`src/rtl/reload_timer_pkg.sv`:
```
package reload_timer_pkg;

  // Number of bus words that make up the start value and the count.
  localparam int LOAD_WORDS = 2;

  // Word indexes (byte offset / 4) of the register map.
  localparam int IDX_LOAD_LO = 0;
  localparam int IDX_LOAD_HI = 1;
  localparam int IDX_CNT_LO  = 2;
  localparam int IDX_CNT_HI  = 3;
  localparam int IDX_CTRL    = 4;
  localparam int IDX_STAT    = 6;

  // Control bit positions.
  localparam int CTRL_EN      = 0;
  localparam int CTRL_ONESHOT = 1;
  localparam int CTRL_UNMASK  = 2;
  localparam int CTRL_BITS    = 3;

  // Strobes from the control side to the counting datapath.
  typedef struct packed {
    logic [LOAD_WORDS-1:0] wrLoad; // write one start value word
    logic                  take;   // copy start value into counter
    logic                  dec;    // count down by one
  } cnt_strobe_t;

endpackage

```
`src/rtl/reload_timer_count.sv`:
```
module reload_timer_count
  import reload_timer_pkg::*;
#(
  parameter int WORD_W = 32,
  localparam int CNT_W = LOAD_WORDS * WORD_W
) (
  input  logic              clk,
  input  logic              rstN,
  input  cnt_strobe_t       strobe,
  input  logic [WORD_W-1:0] wdata,
  output logic [CNT_W-1:0]  loadVal,
  output logic [CNT_W-1:0]  count,
  output logic              countZero
);

  logic [WORD_W-1:0] loadReg [LOAD_WORDS];

  // One register per start value word.
  for (genvar w = 0; w < LOAD_WORDS; w++) begin : g_load
    always_ff @(posedge clk) begin
      if (!rstN) begin
        loadReg[w] <= '0;
      end else if (strobe.wrLoad[w]) begin
        loadReg[w] <= wdata;
      end
    end
    assign loadVal[w*WORD_W +: WORD_W] = loadReg[w];
  end

  always_ff @(posedge clk) begin
    if (!rstN) begin
      count <= '0;
    end else if (strobe.take) begin
      count <= loadVal;
    end else if (strobe.dec) begin
      count <= count - CNT_W'(1);
    end
  end

  assign countZero = (count == '0);

  // a take strobe lands the start value in the counter.
  p_take_loads_r3: assert property (@(posedge clk) disable iff (!rstN)
    strobe.take |=> count == $past(loadVal));

  // a decrement strobe lowers the count by exactly one.
  p_dec_one_r4: assert property (@(posedge clk) disable iff (!rstN)
    (strobe.dec && !strobe.take) |=> count == $past(count) - CNT_W'(1));

  // without a strobe the count holds.
  p_idle_hold_r4: assert property (@(posedge clk) disable iff (!rstN)
    (!strobe.dec && !strobe.take) |=> $stable(count));

  // the counter never decrements past zero.
  p_no_wrap_r6: assert property (@(posedge clk) disable iff (!rstN)
    !(strobe.dec && countZero));

endmodule

```
`src/rtl/reload_timer_ctrl.sv`:
```
module reload_timer_ctrl
  import reload_timer_pkg::*;
#(
  parameter int WORD_W = 32,
  parameter int ADDR_W = 5,
  localparam int CNT_W = LOAD_WORDS * WORD_W,
  localparam int IDX_W = ADDR_W - 2
) (
  input  logic                 clk,
  input  logic                 rstN,
  input  logic                 busSel,
  input  logic                 busEnable,
  input  logic                 busWrite,
  input  logic [ADDR_W-1:0]    busAddr,
  input  logic [CTRL_BITS-1:0] ctrlWdata,
  output logic [WORD_W-1:0]    busRdata,
  input  logic                 tickIn,
  input  logic [CNT_W-1:0]     loadVal,
  input  logic [CNT_W-1:0]     count,
  input  logic                 countZero,
  output cnt_strobe_t          strobe,
  output logic                 irqOut
);

  logic [IDX_W-1:0] wordIdx;
  logic             aligned;
  logic             wrAcc;
  logic             wrCtrl;
  logic             wrStat;
  logic             ctrlEn;
  logic             ctrlOneShot;
  logic             ctrlUnmask;
  logic             statusPend;
  logic             fired;
  logic             startEvt;
  logic             step;
  logic             terminal;

  assign wordIdx = busAddr[ADDR_W-1:2];
  assign aligned = (busAddr[1:0] == 2'b00);
  assign wrAcc   = busSel && busEnable && busWrite && aligned;
  assign wrCtrl  = wrAcc && (wordIdx == IDX_W'(IDX_CTRL));
  assign wrStat  = wrAcc && (wordIdx == IDX_W'(IDX_STAT));

  // Enable rising edge caused by a control write.
  assign startEvt = wrCtrl && ctrlWdata[CTRL_EN] && !ctrlEn;
  // A tick that the counter acts on.
  assign step     = ctrlEn && tickIn && !fired;
  assign terminal = step && countZero;

  always_ff @(posedge clk) begin
    if (!rstN) begin
      ctrlEn      <= 1'b0;
      ctrlOneShot <= 1'b0;
      ctrlUnmask  <= 1'b0;
    end else if (wrCtrl) begin
      ctrlEn      <= ctrlWdata[CTRL_EN];
      ctrlOneShot <= ctrlWdata[CTRL_ONESHOT];
      ctrlUnmask  <= ctrlWdata[CTRL_UNMASK];
    end
  end

  always_ff @(posedge clk) begin
    if (!rstN) begin
      fired <= 1'b0;
    end else if (startEvt) begin
      fired <= 1'b0;
    end else if (terminal && ctrlOneShot) begin
      fired <= 1'b1;
    end
  end

  // Set has priority over the write-one clear.
  always_ff @(posedge clk) begin
    if (!rstN) begin
      statusPend <= 1'b0;
    end else if (terminal) begin
      statusPend <= 1'b1;
    end else if (wrStat && ctrlWdata[0]) begin
      statusPend <= 1'b0;
    end
  end

  for (genvar w = 0; w < LOAD_WORDS; w++) begin : g_wr
    assign strobe.wrLoad[w] = wrAcc && (wordIdx == IDX_W'(IDX_LOAD_LO + w));
  end
  assign strobe.take = startEvt || (terminal && !ctrlOneShot);
  assign strobe.dec  = step && !countZero;

  assign irqOut = statusPend && ctrlUnmask;

  always_comb begin
    busRdata = '0;
    if (aligned) begin
      case (wordIdx)
        IDX_W'(IDX_LOAD_LO): busRdata = loadVal[0 +: WORD_W];
        IDX_W'(IDX_LOAD_HI): busRdata = loadVal[WORD_W +: WORD_W];
        IDX_W'(IDX_CNT_LO):  busRdata = count[0 +: WORD_W];
        IDX_W'(IDX_CNT_HI):  busRdata = count[WORD_W +: WORD_W];
        IDX_W'(IDX_CTRL):    busRdata = {{(WORD_W-CTRL_BITS){1'b0}},
                                         ctrlUnmask, ctrlOneShot, ctrlEn};
        IDX_W'(IDX_STAT):    busRdata = {{(WORD_W-1){1'b0}}, statusPend};
        default:             busRdata = '0;
      endcase
    end
  end

  // a terminal tick always leaves the flag pending.
  p_flag_set_r7: assert property (@(posedge clk) disable iff (!rstN)
    terminal |=> statusPend);

  // a clear without a competing event empties the flag.
  p_flag_clear_r7: assert property (@(posedge clk) disable iff (!rstN)
    (wrStat && ctrlWdata[0] && !terminal) |=> !statusPend);

  // once a single event has fired, only a new start reloads.
  p_single_r6: assert property (@(posedge clk) disable iff (!rstN)
    (fired && !startEvt) |-> !strobe.take && !strobe.dec);

  // a start leaves the timer enabled and armed.
  p_start_r3: assert property (@(posedge clk) disable iff (!rstN)
    startEvt |=> ctrlEn && !fired);

endmodule

```
`src/rtl/reload_timer.sv`:
```
module reload_timer
  import reload_timer_pkg::*;
#(
  parameter int WORD_W = 32,
  parameter int ADDR_W = 5
) (
  input  logic              clk,
  input  logic              rstN,
  input  logic              pSel,
  input  logic              pEnable,
  input  logic              pWrite,
  input  logic [ADDR_W-1:0] pAddr,
  input  logic [WORD_W-1:0] pWdata,
  output logic [WORD_W-1:0] pRdata,
  input  logic              tickIn,
  output logic              irqOut
);

  localparam int CNT_W = LOAD_WORDS * WORD_W;

  cnt_strobe_t      strobe;
  logic [CNT_W-1:0] loadVal;
  logic [CNT_W-1:0] count;
  logic             countZero;

  reload_timer_ctrl #(.WORD_W(WORD_W), .ADDR_W(ADDR_W)) i_ctrl (
    .clk       (clk),
    .rstN      (rstN),
    .busSel    (pSel),
    .busEnable (pEnable),
    .busWrite  (pWrite),
    .busAddr   (pAddr),
    .ctrlWdata (pWdata[CTRL_BITS-1:0]),
    .busRdata  (pRdata),
    .tickIn    (tickIn),
    .loadVal   (loadVal),
    .count     (count),
    .countZero (countZero),
    .strobe    (strobe),
    .irqOut    (irqOut)
  );

  reload_timer_count #(.WORD_W(WORD_W)) i_count (
    .clk       (clk),
    .rstN      (rstN),
    .strobe    (strobe),
    .wdata     (pWdata),
    .loadVal   (loadVal),
    .count     (count),
    .countZero (countZero)
  );

endmodule

```
`config.mk`:
```
export PLATFORM = sky130hd
export DESIGN_NAME = reload_timer
export DESIGN_NICKNAME = d
export VERILOG_FILES = /design/src/rtl/reload_timer_pkg.sv /design/src/rtl/reload_timer_count.sv /design/src/rtl/reload_timer_ctrl.sv /design/src/rtl/reload_timer.sv
export SDC_FILE = /design/constraint.sdc
export NUM_CORES = 1
export LEC_CHECK = 0
export CAP_MARGIN = 20
export CELL_PAD_IN_SITES_DETAIL_PLACEMENT = 1
export CELL_PAD_IN_SITES_GLOBAL_PLACEMENT = 2
export CORE_MARGIN = 3
export CORE_UTILIZATION = 32
export DETAILED_ROUTE_END_ITERATION = 12
export HOLD_SLACK_MARGIN = 0.05
export PLACE_DENSITY_LB_ADDON = 0.25
export SETUP_SLACK_MARGIN = 0.5
export SYNTH_ARGS = -nofsm -noshare
export SYNTH_HDL_FRONTEND = slang
export SYNTH_SLANG_ARGS = --single-unit
```
`constraint.sdc`:
```
create_clock -name clk -period 5.11 [get_ports clk]
set_input_delay 1.533 -clock clk [delete_from_list [all_inputs] [get_ports clk]]
set_output_delay 1.533 -clock clk [all_outputs]
set_load 0.02 [all_outputs]
```
==> results of run 1 <==
area by class of cell:
class                      count  area [um^2]  area share (%)
tap                          285          357            3.78
sequential                   133         3300            35.1
multi-input combinational    607         3950            41.9
clock inverter                15          179            1.90
inverter                       6         22.5           0.239
antenna                        1         2.50          0.0266
clock buffer                  17          425            4.51
timing repair buffer         125         1190            12.6
worst min-delay path, stage by stage, from the launching register on:
cell and delay (ns):
dfxtp_1 0.33, o21ai_1 0.08, nand2_1 0.05
logic make-up after synthesis:
kind of cell | Yosys count | synth area share [%]
fa+ha+maj | 1 | 0.169
flops | 133 | 44.6
xor+xnor | 36 | 4.26
compound gates | 248 | 21.3
buf+inv | 59 | 3.60
mux | 6 | 1.15
simple gates | 316 | 25.0
routing by layer:
metal / routed length (um) / global-route usage, %
met1: 13700 / 33.0
met2: 13400 / 37.2
met3: 1290 / 3.28
met4: 398 / 6.27
met5: 0 / 0
sequential cells by signal, indices dropped and copies added (netlist names):
name / count
i_count.count: 64
i_count.loadReg: 64
i_ctrl.ctrlEn: 1
i_ctrl.ctrlOneShot: 1
i_ctrl.ctrlUnmask: 1
i_ctrl.fired: 1
i_ctrl.statusPend: 1
path summary, 6_finish.rpt:
check / startpoint / endpoint / slack, ns / depth (start not counted)
max: pAddr[2] / pRdata[18] / 0.57 / 9
min: i_count.count[62] / i_count.count[62] / 0.51 / 2
max reg2reg: i_count.count[40] / i_count.count[52] / 1.40 / 7
min reg2reg: i_count.count[62] / i_count.count[62] / 0.51 / 2
synth_stat cells, types with 11 or more instances:
cell type | n | share of area, %
nor4_1 | 30 | 2.5
nand2_1 | 54 | 2.7
edfxtp_1 | 64 | 26
and2_1 | 70 | 5.9
nand3_1 | 15 | 1.0
xor2_1 | 13 | 1.5
a22oi_1 | 63 | 6.4
nor3_1 | 36 | 2.4
a21oi_1 | 77 | 5.2
o21ai_0 | 51 | 3.4
xnor2_1 | 23 | 2.7
nand4_1 | 11 | 0.93
clkbuf_1 | 43 | 2.2
or3_1 | 11 | 0.93
dfxtp_1 | 69 | 19
nor2_1 | 34 | 1.7
power breakdown:
group          internal, W  switching (W)  total (W)
clock             0.000770       0.000506    0.00128
combinational     0.000108       0.000161   0.000269
sequential         0.00114      0.0000234    0.00117
total              0.00202       0.000690    0.00271
metrics by stage:
stage | instance area (um^2) | hold slack, ns | power (W) | utilization [%]
CTS | 9410 | 0.514 | 0.00273 | 41.4
finish | 9420 | 0.511 | 0.00271 | 41.5
global placement | 8760 | 0.465 | 0.00144 | 38.6
detailed placement | 8760 | 0.493 | 0.00144 | 38.6
floorplan | 7410 | 0.442 | 0.00131 | -
global route | 9420 | 0.538 | 0.00280 | 41.5
timing repair:
item,CTS,global route
setup buffers,3,1
endpoints found under the setup margin,32,21
pin swaps,5,5
gates cloned,3,0
resized for setup,151,8
==> impl_metrics.py, run 1 <==
metrics = {
    "status": {
        "status": "completed",
    },
    "sta": {
        "fmax_mhz": 220,
        "fin_crit_sh_pct": 88.8,
        "slew_headroom_pct": 24.3,
        "setup_viol": 0,
        "hold_violations": 0,
        "finClkSkew_ns": 0.0117,
        "finalWorstSetupSlack_ns": 0.571,
        "rsz0062_at_grt": "no",
        "worst_pin_slew_ns": 1.14,
        "setup_tns_ns": 0,
        "slew_viol_final": 0,
        "min_period_ns": 4.54,
    },
    "synthesis": {
        "synth_warnings": 0,
        "synth_area_um2": 7410,
        "syn_inst": 799,
        "ys.flop_type": "dfxtp_1",
        "synth-seq-cells": 133,
        "yosysSeqAreaShare_pct": 44.6,
        "synth_nets": 843,
        "syn_area_per_cell_um2": 9.27,
        "ys_types": 73,
        "ys_async_sr_fraction_pct": 0,
        "synth_edf_count": 64,
    },
    "setup_path": {
        "cp_cell_sequence": "dlygate4sd2_1 > buf_6 > nor3_4 > buf_6 > buf_8 > buf_12 > a22oi_1 > a21oi_1 > buf_4",
        "crit_path_max_incr_delay_ns": 0.25,
        "critPathBufInv": 6,
        "worstSetupPathType": "in -> out",
        "arrival_ns": 3.01,
        "cpMaxStageDelayCell": "dlygate4sd2_1",
        "cp-start-kind": "input port",
        "cp.required_ns": 3.58,
        "cpLargestDelayFamily": "buffers and inverters",
        "crit_top_cell": "buf_6",
        "cp-end-kind": "output port",
        "path_max_fanout": 7,
    },
    "drt": {
        "drc": 0,
        "wl_per_cell_um": 24.2,
        "routed_via_density": 5.90,
        "drt_first_pass_iters": 4,
        "wirelength_um": 28800,
        "drtIter0Drc": 480,
        "dr_total_vias": 7014,
        "ant_nets": 0,
    },
    "global_routing": {
        "antenna_found_initial": 0,
        "grt_pass1_wl_um": 44100,
        "overflow": 0,
        "grt_pass1_vias": 7248,
        "grt_start_max_net_pins": 56,
        "grt.total_usage_pct": 23.2,
    },
    "min_path": {
        "hp-class": "reg -> reg",
    },
    "placement": {
        "dp.cells": 1149,
        "pre_cts_slack_ns": -0.157,
        "port_buffers": 75,
        "place.gp.congestion": 0.925,
        "hpwl_um": 19500,
    },
    "cts": {
        "cts_tree": "done",
        "cts_max_level": 4,
        "cts_num_sinks": 133,
        "clkLatencyLatePin_ns": 0.42,
        "cts_root_buf": "clkbuf_16",
        "cts_max_path_buffers": 2,
        "clkSlewWorstSetupHoldPaths_ns": 0.06,
        "cts_buffers": 17,
        "cts_hold_buf": 0,
    },
    "pwr": {
        "powerDensity_nw_per_um2": 288,
        "irDropWorstVdd_mv": 0.170,
        "leakage_nw": 3.48,
    },
    "die": {
        "dieArea_um2": 25000,
        "start_util_pct": 32.6,
        "coreArea_um2": 22700,
        "placementRows": 55,
        "die_w_um": 158,
        "ios": 76,
        "dieHeight_um": 158,
    },
    "layout": {
        "fin_cells": 1189,
        "nets": 934,
        "area_growth_syn_to_layout_pct": 27.3,
        "final_common_cell": "a21oi_1",
        "fillers": 2552,
        "drive_gt1_share_pct": 17.4,
        "final_cell_mix": "a21oi_1 (73), and2_1 (69), dfxtp_1 (69), edfxtp_1 (64), a22oi_1 (63)",
    },
    "job": {
        "max_cap_violations": 0,
    },
}
No activity file was read; power rests on OpenSTA's default activity.
==> run 2: changes to the inputs <==
==> constraint.sdc (replaced) <==
create_clock -name clk -period 3.7 [get_ports clk]
set_input_delay 1.11 -clock clk [delete_from_list [all_inputs] [get_ports clk]]
set_output_delay 1.11 -clock clk [all_outputs]
set_load 0.02 [all_outputs]
==> run 2 against run 1 <==
Against the previous run:
- first-iteration DRC count increased by 5.0%
- die area stayed put
- power increased by 43%
- sequential power rose by 38%
- hold slack lost 0.016 ns
- largest cell class unchanged
- highest routed layer unchanged
==> impl_metrics.py, run 2 (synthesis results as in run 1) <==
metrics = {
    "status": {
        "status": "completed",
    },
    "drt": {
        "drc": 0,
        "drt_first_pass_iters": 5,
        "routed_via_density": 5.87,
        "wirelength_um": 30600,
        "wl_per_cell_um": 25.0,
        "drtIter0Drc": 504,
        "ant_nets": 0,
        "dr_total_vias": 7184,
    },
    "setup_path": {
        "arrival_ns": 2.40,
        "cp.required_ns": 2.59,
        "cp-end-kind": "output port",
        "cp-start-kind": "input port",
        "path_max_fanout": 5,
        "worstSetupPathType": "in -> out",
    },
    "pwr": {
        "leakage_nw": 3.79,
        "powerDensity_nw_per_um2": 372,
        "irDropWorstVdd_mv": 0.304,
    },
    "global_routing": {
        "grt_pass1_wl_um": 45300,
        "grt.total_usage_pct": 24.0,
        "grt_start_max_net_pins": 41,
        "grt_pass1_vias": 7641,
        "antenna_found_initial": 0,
        "overflow": 0,
    },
    "sta": {
        "finClkSkew_ns": 0.0176,
        "hold_violations": 0,
        "fmax_mhz": 285,
        "slew_headroom_pct": 44.3,
        "setup_tns_ns": 0,
        "setup_viol": 0,
        "fin_crit_sh_pct": 94.9,
        "rsz0062_at_grt": "yes",
        "min_period_ns": 3.51,
        "worst_pin_slew_ns": 0.828,
        "slew_viol_final": 0,
    },
    "die": {
        "dieArea_um2": 25000,
        "dieHeight_um": 158,
        "coreArea_um2": 22700,
        "start_util_pct": 32.6,
        "placementRows": 55,
        "die_w_um": 158,
        "ios": 76,
    },
    "cts": {
        "clkSlewWorstSetupHoldPaths_ns": 0.06,
        "cts_num_sinks": 133,
        "cts_root_buf": "clkbuf_16",
        "cts_max_path_buffers": 2,
        "cts_max_level": 4,
        "clkLatencyLatePin_ns": 0.43,
        "cts_hold_buf": 0,
        "cts_buffers": 17,
        "cts_tree": "done",
    },
    "layout": {
        "nets": 970,
        "area_growth_syn_to_layout_pct": 41.0,
        "fin_area_um2": 10400,
        "final_cell_mix": "and2_1 (69), dfxtp_1 (69), edfxtp_1 (64), buf_4 (60), nand2_1 (52)",
        "top_regs": "i_count.count: 64 flops, i_count.loadReg: 64 flops",
        "diodes": 0,
        "drive_gt1_share_pct": 28.8,
        "fillers": 2533,
    },
    "placement": {
        "hpwl_um": 19400,
        "port_buffers": 75,
        "place.gp.congestion": 0.902,
        "place_area_um2": 9030,
    },
    "min_path": {
        "hp-class": "reg -> reg",
    },
    "job": {
        "max_cap_violations": 0,
    },
}
[run 2: cell count changes in the layout (fill, tap and decap cells not counted), moves of 7 or more]
cell / previous run / this run
a22oi_1: 63 / 21
a22oi_2: 0 / 42
a21oi_1: 73 / 47
a21oi_2: 3 / 29
buf_6: 7 / 28
buf_4: 40 / 60
buf_2: 20 / 4
buf_16: 1 / 8
[run 2: timing repair]
| action | CTS | global route |
|---|---|---|
| pin swaps | 25 | 37 |
| resized for setup | 226 | 43 |
| gates cloned | 8 | 3 |
| setup endpoints to repair | 32 | 62 |
| setup buffers | 15 | 4 |
[run 2: path summary, 6_finish.rpt]
| kind | startpoint | end | slack [ns] | depth (start not counted) |
|---|---|---|---|---|
| setup reg to reg | i_count.count[44] | i_count.count[12] | 0.57 | 6 |
| setup / recovery | pAddr[2] | pRdata[11] | 0.19 | 9 |
| hold / removal | i_count.loadReg[1][17] | i_count.count[49] | 0.50 | 2 |
| hold reg to reg | i_count.loadReg[1][17] | i_count.count[49] | 0.50 | 2 |
[run 2: per-stage QoR]
step	util, %	hold WS (ns)	instances	total power, W	setup slack (ns)
5_1_grt	46.0	0.545	1224	0.00400	0.143
3_5_place_dp	39.8	0.482	1162	0.00201	-0.592
4_1_cts	44.6	0.499	1217	0.00388	0.204
6_report	46.0	0.495	1224	0.00388	0.189
3_3_place_gp	39.8	0.464	1162	0.00200	-0.539
2_1_floorplan	-	0.442	799	0.00183	0.397
[run 2: where the power goes]
part	internal [W]	switching, W
clock network	0.00112	0.000691
registers	0.00158	0.0000338
logic	0.000201	0.000258
total	0.00290	0.000983
[run 2: cell type report]
class,count,area [um^2],area share (%)
clock buffer,21,470,4.51
clock inverter,11,150,1.44
inverter,6,22.5,0.216
multi-input combinational,607,4310,41.3
sequential,133,3300,31.6
tap,285,357,3.42
timing repair buffer,161,1830,17.5
[run 2: routing by layer]
metal	routed length [um]	track usage, %	up-vias
met4	706	7.01	0
met1	13800	32.8	3629
met2	14500	39.5	216
met5	0	0	-
met3	1650	3.47	54
li1	-	-	3285
[run 2: worst max-delay path, stage by stage]
cell and delay (ns):
buf_8 0.10, buf_6 0.12, buf_6 0.11, nor3_4 0.16
buf_6 0.21, clkbuf_16 0.18, a22oi_2 0.09, a21oi_2 0.17
buf_6 0.14
